--- src/rtl/tmr_evt_pkg.sv ---
// Package: shared register width, write addresses and event/control bit
// positions for the timer event unit. Assumes at most two triggers,
// two alarms and two pulse sources.
package tmr_evt_pkg;

    localparam int REG_W = 32;

    typedef enum logic [2:0] {
        A_CTRL    = 3'd0,
        A_EVT     = 3'd1,
        A_MASK    = 3'd2,
        A_ALM1_LO = 3'd3,
        A_ALM1_HI = 3'd4,
        A_ALM2_LO = 3'd5,
        A_ALM2_HI = 3'd6
    } reg_addr_e;

    function automatic int trig_evt_bit(input int i);
        return 24 + i;
    endfunction

    function automatic int alm_evt_bit(input int i);
        return 16 + i;
    endfunction

    function automatic int pulse_evt_bit(input int i);
        return 7 - i;
    endfunction

    function automatic int trig_pol_bit(input int i);
        return 8 + i;
    endfunction

    function automatic int alm_pol_bit(input int i);
        return 31 - i;
    endfunction

    // Implemented event bits for a given configuration.
    function automatic logic [REG_W-1:0] evt_impl(input int nt, input int na, input int np);
        logic [REG_W-1:0] m;
        m = '0;
        for (int i = 0; i < nt; i++) m[trig_evt_bit(i)] = 1'b1;
        for (int i = 0; i < na; i++) m[alm_evt_bit(i)] = 1'b1;
        for (int i = 0; i < np; i++) m[pulse_evt_bit(i)] = 1'b1;
        return m;
    endfunction

    // Implemented control bits for a given configuration.
    function automatic logic [REG_W-1:0] ctrl_impl(input int nt, input int na);
        logic [REG_W-1:0] m;
        m = '0;
        for (int i = 0; i < nt; i++) m[trig_pol_bit(i)] = 1'b1;
        for (int i = 0; i < na; i++) m[alm_pol_bit(i)] = 1'b1;
        return m;
    endfunction

endpackage

--- src/rtl/tmr_trig_capture.sv ---
// Trigger capture: synchronises one asynchronous trigger pin through
// SYNC_STAGES flops, detects the edge chosen by fall_sel, and latches
// time_now into the stamp register on that edge.
// Assumes the pin is held stable for at least two clock cycles per level.
module tmr_trig_capture #(
    parameter int TIME_W      = 64,
    parameter int SYNC_STAGES = 2
) (
    input  logic              clk,
    input  logic              rst_n,
    input  logic              pin,
    input  logic              fall_sel,
    input  logic [TIME_W-1:0] time_now,
    output logic              hit,
    output logic [TIME_W-1:0] stamp
);

    logic [SYNC_STAGES-1:0] sync_q;
    logic                   prev_q;
    logic                   lvl;

    assign lvl = sync_q[SYNC_STAGES-1];

    // Shift the pin through the synchroniser chain.
    always_ff @(posedge clk) begin
        if (!rst_n) sync_q <= '0;
        else        sync_q <= {sync_q[SYNC_STAGES-2:0], pin};
    end

    // Remember the previous synchronised level for edge detection.
    always_ff @(posedge clk) begin
        if (!rst_n) prev_q <= 1'b0;
        else        prev_q <= lvl;
    end

    // Select the active edge.
    always_comb begin
        hit = fall_sel ? (prev_q & ~lvl) : (lvl & ~prev_q);
    end

    // Latch the counter on every active edge, overwriting older values.
    always_ff @(posedge clk) begin
        if (!rst_n)   stamp <= '0;
        else if (hit) stamp <= time_now;
    end

endmodule

--- src/rtl/tmr_alarm_cmp.sv ---
// Alarm comparator: holds a 64-bit alarm loaded in two halves. Writing the
// high half arms it. It fires for one cycle when time crosses the alarm
// (previous time below, current time at or above) and then disarms.
// Assumes time_prev is time_now delayed by one clock.
module tmr_alarm_cmp #(
    parameter int TIME_W = 64,
    localparam int HALF_W = TIME_W / 2
) (
    input  logic              clk,
    input  logic              rst_n,
    input  logic              ld_lo,
    input  logic              ld_hi,
    input  logic [HALF_W-1:0] wdata,
    input  logic [TIME_W-1:0] time_now,
    input  logic [TIME_W-1:0] time_prev,
    output logic              fire
);

    logic [TIME_W-1:0] alarm_q;
    logic              armed_q;

    // Load the alarm halves from the write port.
    always_ff @(posedge clk) begin
        if (!rst_n) begin
            alarm_q <= '0;
        end else begin
            if (ld_lo) alarm_q[HALF_W-1:0]      <= wdata;
            if (ld_hi) alarm_q[TIME_W-1:HALF_W] <= wdata;
        end
    end

    // Detect a crossing of the alarm value while armed.
    always_comb begin
        fire = armed_q && (time_now >= alarm_q) && (time_prev < alarm_q);
    end

    // Arm on a high-half write; disarm after firing.
    always_ff @(posedge clk) begin
        if (!rst_n)     armed_q <= 1'b0;
        else if (ld_hi) armed_q <= 1'b1;
        else if (fire)  armed_q <= 1'b0;
    end

endmodule

--- src/rtl/tmr_evt_regs.sv ---
// Event and mask registers: event bits are set by hardware and cleared by
// write-one; a set wins over a clear in the same cycle. The interrupt is
// the OR of events qualified by the mask. Only bits in IMPL are stored.
module tmr_evt_regs #(
    parameter int                  W    = 32,
    parameter logic [W-1:0]        IMPL = '1
) (
    input  logic         clk,
    input  logic         rst_n,
    input  logic [W-1:0] set_vec,
    input  logic [W-1:0] clr_vec,
    input  logic         mask_ld,
    input  logic [W-1:0] mask_wdata,
    output logic [W-1:0] evt_q,
    output logic         irq
);

    logic [W-1:0] mask_q;

    // Update pending events: clear by write-one, then apply new sets.
    always_ff @(posedge clk) begin
        if (!rst_n) evt_q <= '0;
        else        evt_q <= ((evt_q & ~clr_vec) | set_vec) & IMPL;
    end

    // Hold the interrupt enable mask.
    always_ff @(posedge clk) begin
        if (!rst_n)       mask_q <= '0;
        else if (mask_ld) mask_q <= mask_wdata & IMPL;
    end

    // Raise the interrupt when any enabled event is pending.
    always_comb begin
        irq = |(evt_q & mask_q);
    end

endmodule

--- src/rtl/tmr_event_unit.sv ---
// Timer event unit top: trigger captures, alarm comparators, pulse event
// collection, control register and event/mask registers. Assumes
// N_TRIG, N_ALM and N_PULSE are each 1 or 2 and TIME_W is 64.
module tmr_event_unit
    import tmr_evt_pkg::*;
#(
    parameter int TIME_W      = 64,
    parameter int N_TRIG      = 2,
    parameter int N_ALM       = 2,
    parameter int N_PULSE     = 2,
    parameter int SYNC_STAGES = 2,
    localparam int HALF_W     = TIME_W / 2
) (
    input  logic                     clk,
    input  logic                     rst_n,
    input  logic [TIME_W-1:0]        time_now,
    input  logic [N_TRIG-1:0]        trig_in,
    input  logic [N_PULSE-1:0]       pulse_in,
    input  logic                     wr_en,
    input  logic [2:0]               wr_addr,
    input  logic [HALF_W-1:0]        wr_data,
    output logic [REG_W-1:0]         evt_o,
    output logic [N_TRIG*TIME_W-1:0] stamp_o,
    output logic [N_ALM-1:0]         alarm_pin_o,
    output logic                     irq_o
);

    localparam logic [REG_W-1:0] EVT_MASK  = evt_impl(N_TRIG, N_ALM, N_PULSE);
    localparam logic [REG_W-1:0] CTRL_MASK = ctrl_impl(N_TRIG, N_ALM);

    logic [TIME_W-1:0] time_prev_q;
    logic [REG_W-1:0]  ctrl_q;
    logic [N_TRIG-1:0] trig_hit;
    logic [N_ALM-1:0]  alm_fire;
    logic [REG_W-1:0]  set_vec;
    logic [REG_W-1:0]  clr_vec;
    logic              mask_ld;

    // Delay the counter by one cycle for crossing detection.
    always_ff @(posedge clk) begin
        if (!rst_n) time_prev_q <= '0;
        else        time_prev_q <= time_now;
    end

    // Hold the polarity control bits.
    always_ff @(posedge clk) begin
        if (!rst_n)                         ctrl_q <= '0;
        else if (wr_en && wr_addr == A_CTRL) ctrl_q <= wr_data & CTRL_MASK;
    end

    generate
        for (genvar t = 0; t < N_TRIG; t++) begin : g_trig
            tmr_trig_capture #(
                .TIME_W      (TIME_W),
                .SYNC_STAGES (SYNC_STAGES)
            ) u_cap (
                .clk      (clk),
                .rst_n    (rst_n),
                .pin      (trig_in[t]),
                .fall_sel (ctrl_q[trig_pol_bit(t)]),
                .time_now (time_now),
                .hit      (trig_hit[t]),
                .stamp    (stamp_o[t*TIME_W +: TIME_W])
            );
        end

        for (genvar a = 0; a < N_ALM; a++) begin : g_alm
            tmr_alarm_cmp #(
                .TIME_W (TIME_W)
            ) u_alm (
                .clk       (clk),
                .rst_n     (rst_n),
                .ld_lo     (wr_en && wr_addr == 3'(int'(A_ALM1_LO) + 2*a)),
                .ld_hi     (wr_en && wr_addr == 3'(int'(A_ALM1_HI) + 2*a)),
                .wdata     (wr_data),
                .time_now  (time_now),
                .time_prev (time_prev_q),
                .fire      (alm_fire[a])
            );
            // Drive the alarm pin from its pending event and polarity.
            assign alarm_pin_o[a] = evt_o[alm_evt_bit(a)] ^ ctrl_q[alm_pol_bit(a)];
        end
    endgenerate

    // Gather hardware event sources into their bit positions.
    always_comb begin
        set_vec = '0;
        for (int t = 0; t < N_TRIG; t++)  set_vec[trig_evt_bit(t)]  = trig_hit[t];
        for (int a = 0; a < N_ALM; a++)   set_vec[alm_evt_bit(a)]   = alm_fire[a];
        for (int p = 0; p < N_PULSE; p++) set_vec[pulse_evt_bit(p)] = pulse_in[p];
    end

    // Decode the write-one-to-clear and mask strobes.
    always_comb begin
        clr_vec = (wr_en && wr_addr == A_EVT) ? wr_data : '0;
        mask_ld = wr_en && wr_addr == A_MASK;
    end

    tmr_evt_regs #(
        .W    (REG_W),
        .IMPL (EVT_MASK)
    ) u_regs (
        .clk        (clk),
        .rst_n      (rst_n),
        .set_vec    (set_vec),
        .clr_vec    (clr_vec),
        .mask_ld    (mask_ld),
        .mask_wdata (wr_data),
        .evt_q      (evt_o),
        .irq        (irq_o)
    );

endmodule

--- config.mk ---
export PLATFORM = sky130hd
export DESIGN_NAME = tmr_event_unit
export DESIGN_NICKNAME = d
export VERILOG_FILES = /design/src/rtl/tmr_evt_pkg.sv /design/src/rtl/tmr_trig_capture.sv /design/src/rtl/tmr_alarm_cmp.sv /design/src/rtl/tmr_evt_regs.sv /design/src/rtl/tmr_event_unit.sv
export SDC_FILE = /design/constraint.sdc
export NUM_CORES = 1
export LEC_CHECK = 0
export BUFFER_PORTS_ARGS = -buffer_cell sky130_fd_sc_hd__buf_2
export CORE_MARGIN = 8
export CORE_UTILIZATION = 40
export DETAILED_ROUTE_END_ITERATION = 7
export RECOVER_POWER = 100
export SYNTH_ARGS = -nofsm -noshare
export SYNTH_HDL_FRONTEND = slang
export SYNTH_HIERARCHICAL = 1
export SYNTH_SLANG_ARGS = --single-unit
--- constraint.sdc ---
create_clock -name clk -period 4.1 [get_ports clk]
set_input_delay 1.23 -clock clk [delete_from_list [all_inputs] [get_ports clk]]
set_output_delay 1.23 -clock clk [all_outputs]
set_load 0.01 [all_outputs]
==> results.txt <==
Initial antenna violation count -> 2
Layout cells sized above 1 -> 8.91%
Core area -> 46500 um2
Path type of the worst setup path -> in -> reg
Placer Congestion -> 0.841
Failing checks -> max-capacitance violations, max-slew violations
Slew Viols, Final -> 105
DP HPWL -> 39700 um
Crit path launch type -> input port
Die area -> 54200 um2
Slew headroom -> -42.7%
Fill count -> 4561
Syn Std Cell Area -> 18800 um2
Crit path max fanout -> 5
Total negative setup slack -> 0 ns
Total wire length -> 51900 um
I/O Buffers -> 242
Worst min path class -> reg -> reg
Met1 Usage GRT -> 24.2%
Top Ports -> 269
Slowest cell on crit path -> a31oi_1
Minimum clock period after layout -> 3.51 ns
Post-DR wirelength/cell -> 18.0 um
Clock Sinks -> 344
GRT Util Overall -> 18.5%
Worst skew pair latency -> 0.56 ns
Iteration count of the initial detailed-routing pass -> 5
Dpl cell area -> 20300 um2
Htree depth -> 2
Buffers plus inverters on the worst setup path -> 2
CTS tree -> built
Worst Path Required -> 4.52 ns
CP Cell Sequence -> clkbuf_1, inv_1, ha_1, nand2b_1, a2111o_1, a311oi_1, o21ai_0, a31oi_1, o22ai_1, o21a_1, o21a_1
Nets -> 2607
Post-CTS repair timing setup buffer count -> 0
Fin area -> 21500 um2
CP peak stage delay -> 0.47 ns
Clock Tree Root -> clkbuf_16
CP Capture Type -> flop
Vias in the first global route -> 14400
Yosys warnings -> 6
CTS clk-pin slew, worst paths -> 0.06 ns
Avg Cell Area, Syn -> 9.23 um2
Starting Density -> 40.5%
Unrepaired setup endpoints after global routing -> no
Area Growth Syn to Fin -> 14.5%
Clock skew -> 0.0235 ns
Maxcap violations -> 1
Peak VDD IR -> 0.307 mV
Routed Antenna Nets -> 0
Power per cell area -> 389 nW/um2
Hold_buf cts -> 0
Leak Pwr -> 9.19 nW
Grt met2 use -> 29.9%
DR vias/cell -> 4.97
Cells after synthesis -> 2036
Final period util -> 85.7%
CTS Buf Count -> 41
Slew @ Worst Pin -> 2.14 ns
Largest net degree at the start of global routing -> 109
Final Setup Violations -> 0
F_max -> 285 MHz
Post-CTS sizing -> 0
Chip height -> 233 um
First-pass GRT wire length -> 79500 um
Met3 usage -> 4.74%
Critical path arrival -> 3.93 ns
Crit path max-delay family -> compound AO/OA/AOI/OAI gates
Clk buf depth -> 3
Via count -> 14300
Number of DRC markers in iteration 0 -> 666
Status -> finished with violations
Rows -> 79
DIE WIDTH -> 233 um
Gr busiest metal -> met2
Top cell by count, worst path -> o21a_1
Final Hold Fails -> 0
Residual DRC -> 0
GR Overflow Total -> 0
==> worst reg2reg max path, cell delays in order (launching register included) <==
cell and delay, ns:
dfxtp_1 0.36, ha_1 0.23, nand2b_1 0.14, a2111o_1 0.41
a311oi_1 0.37, o21ai_0 0.25, a31oi_1 0.47, o22ai_1 0.21
o21a_1 0.14, o21a_1 0.18
==> state kept, by name, summed over array words and instances, names as in the netlist, 4 cells and up <==
name,count
u_regs/evt_q,6
ctrl_q,4
time_prev_q,64
g_trig.u_cap/stamp,128
g_trig.u_cap/sync_q,4
g_alm.u_alm/alarm_q,128
u_regs/mask_q,6
==> cell usage in the layout, fill, tap and decap left out, types with 4 or more instances in the layout <==
| cell type | n |
|---|---|
| a211oi_1 | 8 |
| a21o_1 | 14 |
| a21oi_1 | 94 |
| a221oi_1 | 14 |
| a22oi_1 | 7 |
| a31oi_1 | 4 |
| and2_0 | 12 |
| and2_1 | 60 |
| and2_4 | 4 |
| and3_1 | 4 |
| and4_1 | 10 |
| buf_12 | 4 |
| buf_2 | 103 |
| buf_4 | 10 |
| bufinv_16 | 4 |
| clkbuf_1 | 146 |
| clkbuf_16 | 43 |
| clkbuf_8 | 10 |
| clkinv_2 | 6 |
| conb_1 | 26 |
| dfxtp_1 | 344 |
| ha_1 | 254 |
| inv_1 | 140 |
| mux2i_1 | 266 |
| nand2_1 | 363 |
| nand2b_1 | 4 |
| nand3_1 | 17 |
| nand4_1 | 26 |
| nor2_1 | 24 |
| nor2b_1 | 142 |
| nor3_1 | 10 |
| nor4_1 | 4 |
| o211ai_1 | 4 |
| o21a_1 | 8 |
| o21ai_0 | 54 |
==> per-stage QoR <==
stage,setup WS (ns),total power [W],hold WS [ns],cells,util (%)
3_3_place_gp,0.224,0.00461,0.421,2811,43.7
2_1_floorplan,1.08,0.00428,0.412,2061,-
4_1_cts,0.760,0.00853,0.436,2885,46.7
5_1_grt,0.548,0.00878,0.473,2885,46.3
3_5_place_dp,0.189,0.00464,0.425,2811,43.7
6_report,0.586,0.00838,0.440,2887,46.3
==> cell type report <==
| cell class | count | area, um2 | area share (%) |
|---|---|---|---|
| Sequential cell | 344 | 6890 | 32.0 |
| Clock buffer | 61 | 1240 | 5.78 |
| Antenna cell | 2 | 5.00 | 0.0233 |
| Inverter | 142 | 533 | 2.48 |
| Multi-Input combinational cell | 1462 | 10700 | 49.8 |
| Timing Repair Buffer | 256 | 1190 | 5.55 |
| Tap cell | 607 | 759 | 3.53 |
| Clock inverter | 13 | 174 | 0.808 |
==> layer usage <==
metal	wire length, um	share of wire [%]
met5	0	0
met4	1280	2.5
met3	3120	6.0
met2	23100	45
met1	24400	47
==> path summary, 6_finish.rpt <==
| kind | from | cells after the start | to | slack (ns) |
|---|---|---|---|---|
| max | time_now[0] | 11 | u_regs/evt_q[16]$_SDFF_PN0_ | 0.59 |
| max reg2reg | g_alm[0].u_alm/alarm_q[0]$_SDFFE_PN0P_ | 9 | u_regs/evt_q[16]$_SDFF_PN0_ | 1.19 |
| min | g_trig[1].u_cap/sync_q[0]$_SDFF_PN0_ | 1 | g_trig[1].u_cap/sync_q[1]$_SDFF_PN0_ | 0.44 |
| min reg2reg | g_trig[1].u_cap/sync_q[0]$_SDFF_PN0_ | 1 | g_trig[1].u_cap/sync_q[1]$_SDFF_PN0_ | 0.44 |
==> report_power, final <==
group,internal [W],total [W],switching (W)
sequential,0.00346,0.00353,0.0000673
combinational,0.000408,0.00103,0.000624
clock,0.00235,0.00382,0.00148
No activity file was read; power rests on OpenSTA's default activity.
